[src/rtl/ctl_out_pkg.sv]
package ctl_out_pkg;

  typedef enum logic [1:0] {
    HS_NONE  = 2'b00,
    HS_ACK   = 2'b01,
    HS_NAK   = 2'b10,
    HS_STALL = 2'b11
  } hs_code_e;

  typedef struct packed {
    logic rdy;
    logic data_end;
    logic send_stall;
  } ep_flags_t;

endpackage

[src/rtl/ctl_out_rst_sync.sv]
module ctl_out_rst_sync #(
  parameter int STAGES = 2
) (
  input  logic clk,
  input  logic rst_n,
  output logic rst_n_sync_o
);

  logic [STAGES-1:0] sync_q;

  always_ff @(posedge clk or negedge rst_n) begin
    if (!rst_n) begin
      sync_q <= '0;
    end else begin
      sync_q <= {sync_q[STAGES-2:0], 1'b1};
    end
  end

  assign rst_n_sync_o = sync_q[STAGES-1];

endmodule

[src/rtl/ctl_out_hs_sel.sv]
module ctl_out_hs_sel
  import ctl_out_pkg::*;
(
  input  logic      clk,
  input  logic      rst_n,
  input  ep_flags_t flags_i,
  input  logic      pkt_end_i,
  input  logic      pkt_err_i,
  input  logic      pkt_short_i,
  input  logic      setup_tok_i,
  input  logic      bus_reset_i,
  output logic      set_rdy_o,
  output logic      hs_valid_o,
  output hs_code_e  hs_code_o
);

  logic     pkt_go;
  hs_code_e code_d;
  logic     valid_d;
  hs_code_e code_n;
  logic     valid_q;
  hs_code_e code_q;

  always_comb begin
    pkt_go = pkt_end_i && !pkt_err_i && !setup_tok_i && !bus_reset_i;
    if (flags_i.send_stall || flags_i.data_end) begin
      code_d = HS_STALL;
    end else if (flags_i.rdy) begin
      code_d = HS_NAK;
    end else begin
      code_d = HS_ACK;
    end
    set_rdy_o = pkt_go && (code_d == HS_ACK) && pkt_short_i;
    valid_d   = pkt_go;
    code_n    = pkt_go ? code_d : HS_NONE;
  end

  always_ff @(posedge clk or negedge rst_n) begin
    if (!rst_n) begin
      valid_q <= 1'b0;
      code_q  <= HS_NONE;
    end else begin
      valid_q <= valid_d;
      code_q  <= code_n;
    end
  end

  assign hs_valid_o = valid_q;
  assign hs_code_o  = code_q;

  a_r8_err_no_hs: assert property (@(posedge clk) disable iff (!rst_n)
    (pkt_end_i && pkt_err_i) |=> !hs_valid_o);

  a_r11_code_none_when_idle: assert property (@(posedge clk) disable iff (!rst_n)
    !hs_valid_o |-> (hs_code_o == HS_NONE));

endmodule

[src/rtl/ctl_out_flags.sv]
module ctl_out_flags
  import ctl_out_pkg::*;
(
  input  logic      clk,
  input  logic      rst_n,
  input  logic      bus_reset_i,
  input  logic      setup_tok_i,
  input  logic      cpu_wr_i,
  input  logic      cpu_clr_rdy_i,
  input  logic      cpu_data_end_i,
  input  logic      cpu_send_stall_i,
  input  logic      set_rdy_i,
  output ep_flags_t flags_o
);

  ep_flags_t flags_q;
  ep_flags_t flags_n;
  logic      flags_en;

  always_comb begin
    flags_n  = flags_q;
    flags_en = bus_reset_i || setup_tok_i || cpu_wr_i || set_rdy_i;
    if (cpu_wr_i && cpu_clr_rdy_i) begin
      flags_n.rdy = 1'b0;
    end
    if (set_rdy_i) begin
      flags_n.rdy = 1'b1;
    end
    if (cpu_wr_i && cpu_data_end_i) begin
      flags_n.data_end = 1'b1;
    end
    if (cpu_wr_i && cpu_send_stall_i) begin
      flags_n.send_stall = 1'b1;
    end
    if (setup_tok_i) begin
      flags_n.data_end   = 1'b0;
      flags_n.send_stall = 1'b0;
    end
    if (bus_reset_i) begin
      flags_n = '0;
    end
  end

  always_ff @(posedge clk or negedge rst_n) begin
    if (!rst_n) begin
      flags_q <= '0;
    end else if (flags_en) begin
      flags_q <= flags_n;
    end
  end

  assign flags_o = flags_q;

  a_r9_setup_clears: assert property (@(posedge clk) disable iff (!rst_n)
    setup_tok_i |=> (!flags_o.data_end && !flags_o.send_stall));

  a_r5_clr_rdy: assert property (@(posedge clk) disable iff (!rst_n)
    (cpu_wr_i && cpu_clr_rdy_i && !set_rdy_i) |=> !flags_o.rdy);

  a_r6_data_end_sticky: assert property (@(posedge clk) disable iff (!rst_n)
    (flags_o.data_end && !setup_tok_i && !bus_reset_i) |=> flags_o.data_end);

endmodule

[src/rtl/ctl_out_stall_tracker.sv]
module ctl_out_stall_tracker
  import ctl_out_pkg::*;
#(
  parameter int MAXP  = 8,
  parameter int LEN_W = $clog2(MAXP + 1)
) (
  input  logic             clk,
  input  logic             rst_n,
  input  logic             bus_reset_i,
  input  logic             setup_tok_i,
  input  logic             pkt_end_i,
  input  logic [LEN_W-1:0] pkt_len_i,
  input  logic             pkt_err_i,
  input  logic             cpu_wr_i,
  input  logic             cpu_clr_rdy_i,
  input  logic             cpu_data_end_i,
  input  logic             cpu_send_stall_i,
  output logic             buf_rdy_o,
  output logic             hs_valid_o,
  output logic [1:0]       hs_code_o
);

  localparam logic [LEN_W-1:0] MAXP_LEN = LEN_W'(MAXP);
  localparam int RST_STAGES = 2;

  logic      rst_n_int;
  ep_flags_t flags;
  logic      set_rdy;
  logic      pkt_short;
  hs_code_e  hs_code;

  assign pkt_short = (pkt_len_i < MAXP_LEN);

  ctl_out_rst_sync #(.STAGES(RST_STAGES)) u_rst_sync (
    .clk          (clk),
    .rst_n        (rst_n),
    .rst_n_sync_o (rst_n_int)
  );

  ctl_out_flags u_flags (
    .clk              (clk),
    .rst_n            (rst_n_int),
    .bus_reset_i      (bus_reset_i),
    .setup_tok_i      (setup_tok_i),
    .cpu_wr_i         (cpu_wr_i),
    .cpu_clr_rdy_i    (cpu_clr_rdy_i),
    .cpu_data_end_i   (cpu_data_end_i),
    .cpu_send_stall_i (cpu_send_stall_i),
    .set_rdy_i        (set_rdy),
    .flags_o          (flags)
  );

  ctl_out_hs_sel u_hs_sel (
    .clk         (clk),
    .rst_n       (rst_n_int),
    .flags_i     (flags),
    .pkt_end_i   (pkt_end_i),
    .pkt_err_i   (pkt_err_i),
    .pkt_short_i (pkt_short),
    .setup_tok_i (setup_tok_i),
    .bus_reset_i (bus_reset_i),
    .set_rdy_o   (set_rdy),
    .hs_valid_o  (hs_valid_o),
    .hs_code_o   (hs_code)
  );

  assign buf_rdy_o = flags.rdy;
  assign hs_code_o = hs_code;

  a_r11_valid_needs_strobe: assert property (@(posedge clk) disable iff (!rst_n_int)
    hs_valid_o |-> $past(pkt_end_i));

  a_r10_bus_reset: assert property (@(posedge clk) disable iff (!rst_n_int)
    bus_reset_i |=> (!buf_rdy_o && !hs_valid_o));

  a_r6_stall_after_end: assert property (@(posedge clk) disable iff (!rst_n_int)
    (flags.data_end && pkt_end_i && !pkt_err_i && !setup_tok_i && !bus_reset_i)
      |=> (hs_code_o == 2'b11));

  a_r4_nak_keeps_rdy: assert property (@(posedge clk) disable iff (!rst_n_int)
    (hs_valid_o && hs_code_o == 2'b10) |-> $past(buf_rdy_o));

  a_r2_short_sets_rdy: assert property (@(posedge clk) disable iff (!rst_n_int)
    (pkt_end_i && !pkt_err_i && !setup_tok_i && !bus_reset_i && pkt_short
     && !buf_rdy_o && !flags.data_end && !flags.send_stall) |=> buf_rdy_o);

endmodule

[config.mk]
export PLATFORM = sky130hd
export DESIGN_NAME = ctl_out_stall_tracker
export DESIGN_NICKNAME = d
export VERILOG_FILES = /design/src/rtl/ctl_out_pkg.sv /design/src/rtl/ctl_out_rst_sync.sv /design/src/rtl/ctl_out_hs_sel.sv /design/src/rtl/ctl_out_flags.sv /design/src/rtl/ctl_out_stall_tracker.sv
export SDC_FILE = /design/constraint.sdc
export NUM_CORES = 1
export LEC_CHECK = 0
export CORE_AREA = 10 10 47 49
export DETAILED_ROUTE_END_ITERATION = 16
export DIE_AREA = 0 0 57 59
export PLACE_DENSITY_LB_ADDON = 0.12
export SLEW_MARGIN = 20
export SYNTH_ARGS = -nofsm -noshare
export SYNTH_HDL_FRONTEND = slang
export SYNTH_SLANG_ARGS = --single-unit
[constraint.sdc]
create_clock -name clk -period 0.8 [get_ports clk]
set_input_delay 0.16 -clock clk [delete_from_list [all_inputs] [get_ports clk]]
set_output_delay 0.16 -clock clk [all_outputs]
set_load 0.005 [all_outputs]
; ---- Yosys cells after proc, flatten, opt, wreduce, memory -nomap -nowiden
; Index checks and enable logic that the tools add are counted.
[totals]
reg_bits = 8
output_inout_bits = 4
elab_cells = 38
in_bits = 14
[classes]
n_reduce_logical = 21
n_lt_le_gt_ge = 1
n_mux = 9
eq_ne = 1
[op_table]
columns = operator, n
row1 = $reduce_bool A3 Y1, 3
row2 = $logic_and A1 B1 Y1, 8
row3 = $mux W2, 4
row4 = $reduce_and A2 Y1, 3
row5 = $logic_or A1 B1 Y1, 4
row6 = $lt A4 B4 Y1 const B, 1
row7 = $mux W1, 4
row8 = $logic_not A1 Y1, 3
row9 = $mux W3, 1
row10 = $eq A2 B1 Y1 const B, 1

; ---- Longest topological paths before layout
; Gate-level depths: netlist of run 1.
[depth]
word_depth = 8
mapped_depth = 2
depth_no_buf = 2

; ---- By module
; Synthesis of run 1 repeated with hierarchy kept, for this count alone.
[hier_totals]
hier_cells = 24
area_unflattened_um2 = 285.3
[by_module_without_submodules]
columns = module, area_per_inst_um2, cells_each, n_inst, seq_area_each_um2
row1 = ctl_out_hs_sel, 116.4, 10, 1, 75.1
row2 = ctl_out_flags, 111.4, 10, 1, 75.1
row3 = ctl_out_rst_sync, 53.8, 3, 1, 50.0
row4 = ctl_out_stall_tracker, 3.8, 1, 1, 0.0

; ---- Least setup slack after synthesis of run 1
; OpenSTA, ideal clock, no wires.
[synth_timing]
kind = flip-flop to flip-flop
startpoint = register u_flags.flags_q (netlist bit u_flags.flags_o[2])
endpoint = register u_flags.flags_q (netlist bit u_flags.flags_o[2])
period_less_slack_ns = 0.873
setup_slack_ns = -0.073
stages_incl_launch_ff = 3
n_path_buf = 0
setup_time_ns = 0.067
required_ns = 0.733
arrival_time_ns = 0.806
path_cell_list = dfrtp_1 > nor4_1 > a32o_1
[synth_via]
elab_chain_len = 7
elab_cells_between_ends = 10
classes_between = eq/ne: 1 / mux: 4 / reduce/logical: 5
[synth_lines]
columns = element, line
row1 = from (decl), ctl_out_flags.sv:16  ; ep_flags_t flags_q;
row2 = from (signal assigned), ctl_out_flags.sv:48  ; flags_q <= flags_n;
row3 = $mux W2 (*), ctl_out_hs_sel.sv:28  ; end else if (flags_i.rdy) begin
row4 = $mux W2 (*), ctl_out_hs_sel.sv:26  ; if (flags_i.send_stall || flags_i.data_end) begin
row5 = $eq A2 B1 Y1 (*), ctl_out_hs_sel.sv:33  ; set_rdy_o = pkt_go && (code_d == HS_ACK) && pkt_short_i;
row6 = $logic_and A1 B1 Y1 (*) (2 in a row), ctl_out_hs_sel.sv:33
row7 = $reduce_bool A3 Y1 (no line) (tied with other cells), n/a
row8 = $reduce_and A2 Y1 (no line) or $mux W3 (tied branches), n/a
; Every way passes the cells marked *; elsewhere a longest branch is shown, timed or not.
; A chain may end at the register's enable or synchronous reset.

; ---- Final worst setup path of run 1
; Ends and elaborated chain as after synthesis.

==> results of run 1 <==
-- routing by layer --
metal	part of all wire	track usage
met5	0	0
met4	0	0.0503
met3	0.075	0.0279
met2	0.54	0.0837
met1	0.39	0.0482
-- placed cells by master, fill, tap and decap left out --
cell type / synthesis / routed
conb_1: 1 / 1
clkdlybuf4s50_1: 0 / 8
buf_2: 0 / 4
buf_6: 0 / 3
a32o_1: 1 / 1
nor4_4: 0 / 1
nor3_1: 2 / 2
dlymetal6s2s_1: 0 / 1
dfrtp_1: 8 / 7
clkbuf_4: 0 / 3
dlygate4sd2_1: 0 / 1
nand2_1: 1 / 1
inv_1: 1 / 1
dfrtp_2: 0 / 1
nor4b_4: 1 / 1
o31a_2: 1 / 1
a21oi_2: 0 / 2
a21boi_1: 1 / 1
nor2_1: 1 / 1
buf_4: 0 / 5
-- through the flow --
step / std cells / power, W / setup WS [ns]
finish: 62 / 0.000875 / -0.142
global route: 62 / 0.000921 / -0.168
CTS: 61 / 0.000879 / -0.172
detailed placement: 57 / 0.000547 / -0.470
global placement: 57 / 0.000546 / -0.448
floorplan: 21 / 0.000455 / -0.0587
-- Yosys cell counts --
master    number  area [sq um]
a21boi_1       1          7.51
a21oi_1        2          10.0
a32o_1         1          10.0
conb_1         1          3.75
dfrtp_1        8           200
inv_1          1          3.75
nand2_1        1          3.75
nor2_1         1          3.75
nor3_1         2          10.0
nor4_1         1          6.26
nor4b_4        1          23.8
o31a_2         1          10.0
-- registers in the layout, indices dropped and copies added, names as in the netlist --
register / cells
u_hs_sel.hs_code_o: 2
u_flags.flags_o: 3
u_rst_sync.sync_q: 2
u_hs_sel.hs_valid_o: 1
-- cells by family after synthesis --
| logic type | after synthesis |
|---|---|
| compound gates | 5 |
| buf+inv | 1 |
| flops | 8 |
| other cells | 1 |
| simple gates | 6 |
-- power breakdown --
group | total [W] | switching [W] | leakage (nW) | internal (W)
sequential | 0.000432 | 0.0000141 | 0.104 | 0.000418
clock | 0.000320 | 0.000148 | 0.0138 | 0.000172
combinational | 0.000122 | 0.0000380 | 0.152 | 0.0000845
-- what timing repair did --
| item | CTS | global route |
|---|---|---|
| resized for setup | 21 | 5 |
| setup endpoints to repair | 10 | 10 |
| hold endpoints to repair | 0 | 0 |
| buffers inserted | 1 | 1 |
| pin swaps | 2 | 3 |
-- critical path, delay by kind of cell, from the launching register on --
kind	cells	cell delay [ns]
flops	1	0.38
buf+inv	2	0.24
compound gates	1	0.21
-- how the worst min path moves through the flow --
stage | startpoint | end | slack [ns] | depth (start not counted)
floorplan | rst_n | u_rst_sync.sync_q[0]$_DFF_PN0_ | -0.14 | 0
detailed placement | u_rst_sync.sync_q[1]$_DFF_PN0_ | u_flags.flags_o[0]$_DFFE_PN0P_ | 0.11 | 0
global placement | u_rst_sync.sync_q[1]$_DFF_PN0_ | u_flags.flags_o[2]$_DFFE_PN0P_ | 0.11 | 0
CTS | rst_n | u_rst_sync.sync_q[0]$_DFF_PN0_ | 0.06 | 1
global route | rst_n | u_rst_sync.sync_q[1]$_DFF_PN0_ | 0.06 | 1
finish | rst_n | u_rst_sync.sync_q[0]$_DFF_PN0_ | 0.07 | 1
-- final cells by class --
| class | instances | share of cell area |
|---|---|---|
| Multi-Input combinational cell | 12 | 0.202 |
| Inverter | 1 | 0.00680 |
| Sequential cell | 8 | 0.365 |
| Clock buffer | 3 | 0.0408 |
| Timing Repair Buffer | 22 | 0.349 |
| Tap cell | 16 | 0.0363 |
==> flow_results.xml, run 1 <==
<?xml version="1.0" encoding="UTF-8"?>
<metrics>
  <group name="clock_tree">
    <metric name="cts.root.buffer_cell" unit="">clkbuf_4</metric>
    <metric name="clock_tree.htree_level_count" unit="">1</metric>
    <metric name="clk_path_buf_depth" unit="">2</metric>
    <metric name="clock_sinks" unit="">8</metric>
    <metric name="clk_latency" unit="ns">0.26</metric>
    <metric name="cts_tree" unit="">done</metric>
    <metric name="cts_hold_buf" unit="">0</metric>
    <metric name="numCtsBuffers" unit="">3</metric>
    <metric name="path_clk_slew" unit="ns">0.05</metric>
  </group>
  <group name="place">
    <metric name="buffer_ports.inserted" unit="">14</metric>
    <metric name="detailed_place_hpwl" unit="microns">635</metric>
    <metric name="placement.cell_area" unit="sq um">498</metric>
    <metric name="gpl.final_weighted_congestion" unit="">0.708</metric>
  </group>
  <group name="setup_path">
    <metric name="crit_end_category" unit="">flop</metric>
    <metric name="criticalPathCategory" unit="">flop to flop</metric>
    <metric name="worstSetupEndpoint" unit="">u_flags.flags_o[2]$_DFFE_PN0P_</metric>
    <metric name="critical_path.max_fanout" unit="">3</metric>
    <metric name="r2r_cells" unit="">3</metric>
    <metric name="critical-path-max-stage-delay" unit="ns">0.38</metric>
    <metric name="rr_endpoint" unit="">u_flags.flags_o[2]$_DFFE_PN0P_</metric>
    <metric name="origin_of_the_worst_setup_path" unit="">u_flags.flags_o[2]$_DFFE_PN0P_</metric>
    <metric name="timing.critical_path.from_type" unit="">flop</metric>
    <metric name="cp_common_cell" unit="">buf_6</metric>
    <metric name="r2r_slack" unit="ns">-0.14</metric>
    <metric name="cpMaxStageDelayCell" unit="">dfrtp_1</metric>
    <metric name="crit_required" unit="ns">0.94</metric>
    <metric name="worstPathCellList" unit="">buf_6 &gt; buf_6 &gt; a32o_1</metric>
    <metric name="worst_r2r_startpoint" unit="">u_flags.flags_o[2]$_DFFE_PN0P_</metric>
    <metric name="arrival_worst_endpoint" unit="ns">1.08</metric>
  </group>
  <group name="job">
    <metric name="max_cap_violations" unit="">0</metric>
  </group>
  <group name="outcome">
    <metric name="status" unit="">finished with violations</metric>
    <metric name="failed_checks" unit="">negative setup slack</metric>
  </group>
  <group name="synth">
    <metric name="syn-cell-area" unit="sq um">293</metric>
    <metric name="synth_adder_area_share" unit="">0</metric>
    <metric name="syn-num-nets" unit="">35</metric>
    <metric name="synth_mux_area_frac" unit="">0</metric>
    <metric name="synth_top_family_by_area" unit="">simple AND/OR/NAND/NOR gates</metric>
    <metric name="synth_simple_gate_area_frac" unit="">0.162</metric>
    <metric name="sequential_cell_area_fraction_in_the_yosys_report" unit="">0.684</metric>
    <metric name="ys_types" unit="">12</metric>
    <metric name="syn-instance-count" unit="">21</metric>
    <metric name="xor_xnor_portion_of_the_synthesized_cell_area" unit="">0</metric>
    <metric name="synthesis.yosys.warnings" unit="">0</metric>
    <metric name="synth.ff_latch_count" unit="">8</metric>
    <metric name="synth_area_in_compound_gates" unit="">0.128</metric>
    <metric name="avgSynthCellArea" unit="sq um">13.9</metric>
  </group>
  <group name="sta">
    <metric name="fmax" unit="MHz">1060</metric>
    <metric name="min_period" unit="ns">0.942</metric>
    <metric name="final.hold.worst_slack" unit="ns">0.0698</metric>
    <metric name="report.final.slew_viol_count" unit="">0</metric>
    <metric name="fin_skew" unit="ns">0.0124</metric>
    <metric name="rsz0062_at_grt" unit="">yes</metric>
    <metric name="timing_hold_violations_final" unit="">0</metric>
    <metric name="timing.setup.tns" unit="ns">-0.818</metric>
    <metric name="report.final.setup_viol" unit="">9</metric>
    <metric name="final_min_period_over_clock_period" unit="">1.18</metric>
    <metric name="postLayoutSetupSlackWorst" unit="ns">-0.142</metric>
  </group>
  <group name="final_layout">
    <metric name="multi_input_gate_area" unit="sq um">111</metric>
    <metric name="n_antenna_cell" unit="">0</metric>
    <metric name="regArea" unit="sq um">201</metric>
    <metric name="post_route_cells_drive_above_1_share" unit="">0.457</metric>
    <metric name="fin_util" unit="">0.394</metric>
    <metric name="final_design_area_no_fill" unit="sq um">552</metric>
    <metric name="num-fill-cells" unit="">147</metric>
    <metric name="nNetsFinal" unit="">62</metric>
    <metric name="syn2layout_area_growth" unit="%">88.5</metric>
  </group>
  <group name="route">
    <metric name="routed_wire_length" unit="microns">869</metric>
    <metric name="routedWlPerCell" unit="microns">14.0</metric>
    <metric name="detailedRoute.firstIterationViolations" unit="">2</metric>
    <metric name="remaining_design_rule_violation_count" unit="">0</metric>
    <metric name="via_to_cell_ratio" unit="">4.19</metric>
    <metric name="via_count" unit="">260</metric>
    <metric name="ant_nets" unit="">0</metric>
    <metric name="dr.pass1.iters" unit="">2</metric>
  </group>
  <group name="global_routing">
    <metric name="antenna_found_initial" unit="">0</metric>
    <metric name="grt_pass1_wl" unit="mm">1.32</metric>
    <metric name="total_congestion_overflow" unit="">0</metric>
    <metric name="globalRouteTotalUtil" unit="">0.0530</metric>
    <metric name="first_global_vias" unit="">293</metric>
    <metric name="grt_start_max_net_pins" unit="">7</metric>
  </group>
  <group name="pwr">
    <metric name="power.leakage" unit="nW">0.270</metric>
    <metric name="power.ir.vdd_worst" unit="V">0.000565</metric>
    <metric name="power_per_cell_area" unit="nW/um^2">1590</metric>
  </group>
  <group name="floorplanning">
    <metric name="core" unit="sq um">1400</metric>
    <metric name="start_util" unit="">0.209</metric>
    <metric name="row_count" unit="">14</metric>
    <metric name="fp.dieH" unit="microns">59</metric>
    <metric name="die_area" unit="sq um">3360</metric>
    <metric name="die_x" unit="microns">57</metric>
    <metric name="io_pins" unit="">18</metric>
  </group>
  <group name="hold_path">
    <metric name="hp-class" unit="">primary input to async pin</metric>
  </group>
</metrics>
Power figures use the tool's default switching activity.
==> inputs of run 2 (changes only) <==
--- a/config.mk
+++ b/config.mk
@@ -8,8 +8,11 @@
 export CORE_AREA = 10 10 47 49
 export DETAILED_ROUTE_END_ITERATION = 16
 export DIE_AREA = 0 0 57 59
+export DONT_BUFFER_PORTS = 1
+export GPL_TIMING_DRIVEN = 0
 export PLACE_DENSITY_LB_ADDON = 0.12
 export SLEW_MARGIN = 20
 export SYNTH_ARGS = -nofsm -noshare
 export SYNTH_HDL_FRONTEND = slang
+export SYNTH_HIERARCHICAL = 1
 export SYNTH_SLANG_ARGS = --single-unit
==> run 2 against run 1 <==
Net effect: the run still ends with negative setup slack left; wire length down 22%; worst setup slack worse by 0.19 ns; count of clock-buffer cells in the layout unchanged; largest cell class unchanged; highest routed layer unchanged.
==> flow_results.xml, run 2 <==
<?xml version="1.0" encoding="UTF-8"?>
<metrics>
  <group name="floorplanning">
    <metric name="die_area" unit="sq um">3360</metric>
    <metric name="core" unit="sq um">1400</metric>
    <metric name="die_x" unit="microns">57</metric>
    <metric name="fp.dieH" unit="microns">59</metric>
    <metric name="row_count" unit="">14</metric>
    <metric name="start_util" unit="">0.204</metric>
    <metric name="io_pins" unit="">18</metric>
  </group>
  <group name="setup_path">
    <metric name="worstSetupEndpoint" unit="">u_flags/flags_o[2]$_DFFE_PN0P_</metric>
    <metric name="worst_path_dominant_cell_family" unit="">simple AND/OR/NAND/NOR gates</metric>
    <metric name="worst_r2r_startpoint" unit="">u_flags/flags_o[1]$_DFFE_PN0P_</metric>
    <metric name="worst-path-stages" unit="">4</metric>
    <metric name="arrival_worst_endpoint" unit="ns">1.28</metric>
    <metric name="timing.critical_path.from_type" unit="">flop</metric>
    <metric name="crit_end_category" unit="">flop</metric>
    <metric name="critical_path.n_buffers_inverters" unit="">0</metric>
    <metric name="cpMaxStageDelayCell" unit="">dfrtp_1</metric>
    <metric name="r2r_slack" unit="ns">-0.33</metric>
    <metric name="r2r_cells" unit="">4</metric>
    <metric name="critical_path.max_fanout" unit="">2</metric>
    <metric name="worstPathCellList" unit="">nor3_2 &gt; and3_1 &gt; nor2_1 &gt; a311oi_1</metric>
    <metric name="origin_of_the_worst_setup_path" unit="">u_flags/flags_o[1]$_DFFE_PN0P_</metric>
    <metric name="critical-path-max-stage-delay" unit="ns">0.39</metric>
    <metric name="rr_endpoint" unit="">u_flags/flags_o[2]$_DFFE_PN0P_</metric>
    <metric name="crit_required" unit="ns">0.94</metric>
    <metric name="criticalPathCategory" unit="">flop to flop</metric>
  </group>
  <group name="final_layout">
    <metric name="n_antenna_cell" unit="">0</metric>
    <metric name="syn2layout_area_growth" unit="%">40.8</metric>
    <metric name="multi_input_gate_area" unit="sq um">87.6</metric>
    <metric name="nNetsFinal" unit="">49</metric>
    <metric name="layout.cells.non_filler" unit="">49</metric>
    <metric name="num-fill-cells" unit="">164</metric>
    <metric name="final_design_area_no_fill" unit="sq um">402</metric>
    <metric name="regArea" unit="sq um">201</metric>
    <metric name="largest_reg_flops" unit="">3</metric>
    <metric name="mostFrequentLayoutCell" unit="">dfrtp_1</metric>
    <metric name="post_route_cells_drive_above_1_share" unit="">0.333</metric>
    <metric name="layout_common_cells" unit="">7 x dfrtp_1, 4 x dlygate4sd3_1, 3 x clkbuf_4, 3 x nor2_1</metric>
  </group>
  <group name="global_routing">
    <metric name="globalRouteTotalUtil" unit="">0.0460</metric>
    <metric name="grt_start_max_net_pins" unit="">7</metric>
    <metric name="antenna_found_initial" unit="">0</metric>
    <metric name="total_congestion_overflow" unit="">0</metric>
    <metric name="first_global_vias" unit="">254</metric>
    <metric name="grt_pass1_wl" unit="mm">1.12</metric>
  </group>
  <group name="outcome">
    <metric name="status" unit="">finished with violations</metric>
    <metric name="failed_checks" unit="">negative setup slack</metric>
  </group>
  <group name="synth">
    <metric name="async_flop_share" unit="">1.00</metric>
    <metric name="synth_enable_flop_cells" unit="">0</metric>
    <metric name="ys_dominant_reg_cell" unit="">dfrtp_1</metric>
    <metric name="post-synth-top-area-fraction" unit="">0.702</metric>
    <metric name="syn-instance-count" unit="">24</metric>
    <metric name="synthTopCellsByCount" unit="">8 x dfrtp_1, 3 x a21oi_1, 3 x nor2_1, 3 x nor3_1, 2 x inv_1</metric>
    <metric name="sequential_cell_area_fraction_in_the_yosys_report" unit="">0.702</metric>
    <metric name="synth.ff_latch_count" unit="">8</metric>
    <metric name="synth.most_common_cell" unit="">dfrtp_1</metric>
    <metric name="syn-cell-area" unit="sq um">285</metric>
    <metric name="syn-num-nets" unit="">38</metric>
    <metric name="synth.area.top_cells" unit="">dfrtp_1 70%, a21oi_1 5.3%, nor3_1 5.3%, or4b_4 4.8%, nor2_1 3.9%</metric>
    <metric name="yosys.area.top_type" unit="">dfrtp_1</metric>
    <metric name="synthesis.yosys.warnings" unit="">6</metric>
    <metric name="ys_types" unit="">10</metric>
    <metric name="avgSynthCellArea" unit="sq um">11.9</metric>
  </group>
  <group name="route">
    <metric name="routed_wire_length" unit="microns">681</metric>
    <metric name="detailedRoute.firstIterationViolations" unit="">2</metric>
    <metric name="dr.pass1.iters" unit="">2</metric>
    <metric name="via_to_cell_ratio" unit="">4.24</metric>
    <metric name="routedWlPerCell" unit="microns">13.9</metric>
    <metric name="ant_nets" unit="">0</metric>
    <metric name="remaining_design_rule_violation_count" unit="">0</metric>
    <metric name="via_count" unit="">208</metric>
  </group>
  <group name="clock_tree">
    <metric name="clock_tree.htree_level_count" unit="">1</metric>
    <metric name="numCtsBuffers" unit="">3</metric>
    <metric name="clock_sinks" unit="">8</metric>
    <metric name="cts.root.buffer_cell" unit="">clkbuf_4</metric>
    <metric name="clk_path_buf_depth" unit="">2</metric>
    <metric name="clk_latency" unit="ns">0.25</metric>
    <metric name="path_clk_slew" unit="ns">0.05</metric>
    <metric name="cts_tree" unit="">done</metric>
  </group>
  <group name="pwr">
    <metric name="power.ir.vdd_worst" unit="V">0.000971</metric>
    <metric name="power.leakage" unit="nW">0.187</metric>
    <metric name="power_per_cell_area" unit="nW/um^2">1920</metric>
  </group>
  <group name="job">
    <metric name="max_cap_violations" unit="">0</metric>
  </group>
  <group name="sta">
    <metric name="final_min_period_over_clock_period" unit="">1.42</metric>
    <metric name="fmax" unit="MHz">883</metric>
    <metric name="rsz0062_at_grt" unit="">yes</metric>
    <metric name="min_period" unit="ns">1.13</metric>
    <metric name="report.final.setup_viol" unit="">4</metric>
    <metric name="report.final.slew_viol_count" unit="">0</metric>
    <metric name="postLayoutSetupSlackWorst" unit="ns">-0.333</metric>
    <metric name="timing.setup.tns" unit="ns">-0.577</metric>
    <metric name="timing_hold_violations_final" unit="">0</metric>
    <metric name="fin_skew" unit="ns">0.00651</metric>
  </group>
  <group name="place">
    <metric name="detailed_place_hpwl" unit="microns">532</metric>
    <metric name="buffer_ports.inserted" unit="">0</metric>
    <metric name="number_of_placed_instances_with_taps_included" unit="">40</metric>
    <metric name="placement.cell_area" unit="sq um">305</metric>
    <metric name="gpl.final_weighted_congestion" unit="">0.617</metric>
  </group>
  <group name="hold_path">
    <metric name="hp-class" unit="">primary input to flop</metric>
  </group>
</metrics>
run 2: metal layers:
metal	track usage	routed length, microns	vias up
met4	0.0201	0	0
met2	0.0713	365	9
li1	-	-	101
met5	0	0	-
met1	0.0361	217	98
met3	0.0515	98	0
run 2: how the worst min path moves through the flow:
stage                  start                             end  slack, ns  cells after the start
2_1_floorplan          rst_n  u_rst_sync/sync_q[0]$_DFF_PN0_      -0.14                      0
3_3_place_gp           rst_n  u_rst_sync/sync_q[0]$_DFF_PN0_      -0.14                      0
3_5_place_dp           rst_n  u_rst_sync/sync_q[0]$_DFF_PN0_      -0.14                      0
4_1_cts             cpu_wr_i  u_flags/flags_o[2]$_DFFE_PN0P_       0.01                      1
5_1_grt        cpu_clr_rdy_i  u_flags/flags_o[2]$_DFFE_PN0P_     -0.004                      1
6_report       cpu_clr_rdy_i  u_flags/flags_o[2]$_DFFE_PN0P_       0.02                      1
run 2: logic make-up (layout without fill, tap and decap cells):
logic type / Yosys count / in the layout / share of synthesized area
AO/OA/AOI/OAI: 4 / 4 / 0.0833
buffers and inverters: 3 / 12 / 0.0395
flip-flops: 8 / 8 / 0.702
other: 1 / 1 / 0.0131
AND/OR/NAND/NOR: 8 / 8 / 0.162
run 2: what timing repair did:
action / CTS / global route
pin swaps: 3 / 0
resized for setup: 2 / 3
setup buffers: 1 / 1
endpoints found under the setup margin: 6 / 8
hold endpoints to repair: 5 / 1
cloned: 0 / 0
hold buffers: 3 / 1
run 2: area by class of cell:
type	count	share of cell area
Inverter	3	0.0280
Tap cell	16	0.0498
Sequential cell	8	0.502
Multi-Input combinational cell	13	0.218
Clock buffer	3	0.0561
Timing Repair Buffer	6	0.146
run 2: through the flow:
| stage | setup WS, ns | hold WS [ns] | utilization | power [W] |
|---|---|---|---|---|
| 2_1_floorplan | -0.460 | -0.136 | - | 0.000450 |
| 3_3_place_gp | -0.528 | -0.136 | 0.218 | 0.000456 |
| 3_5_place_dp | -0.536 | -0.136 | 0.218 | 0.000456 |
| 4_1_cts | -0.321 | 0.0114 | 0.267 | 0.000781 |
| 5_1_grt | -0.371 | -0.00350 | 0.287 | 0.000826 |
| 6_report | -0.333 | 0.0229 | 0.287 | 0.000771 |
run 2: power by group:
group          switching (W)  internal, W
clock network       0.000121     0.000171
registers          0.0000118     0.000418
logic              0.0000192    0.0000309
run 2: worst register-to-register path: cells and delay by family, from the launching register on:
family	cells	cell delay, ns
AND/OR/NAND/NOR	3	0.44
flip-flops	1	0.39
AO/OA/AOI/OAI	1	0.20
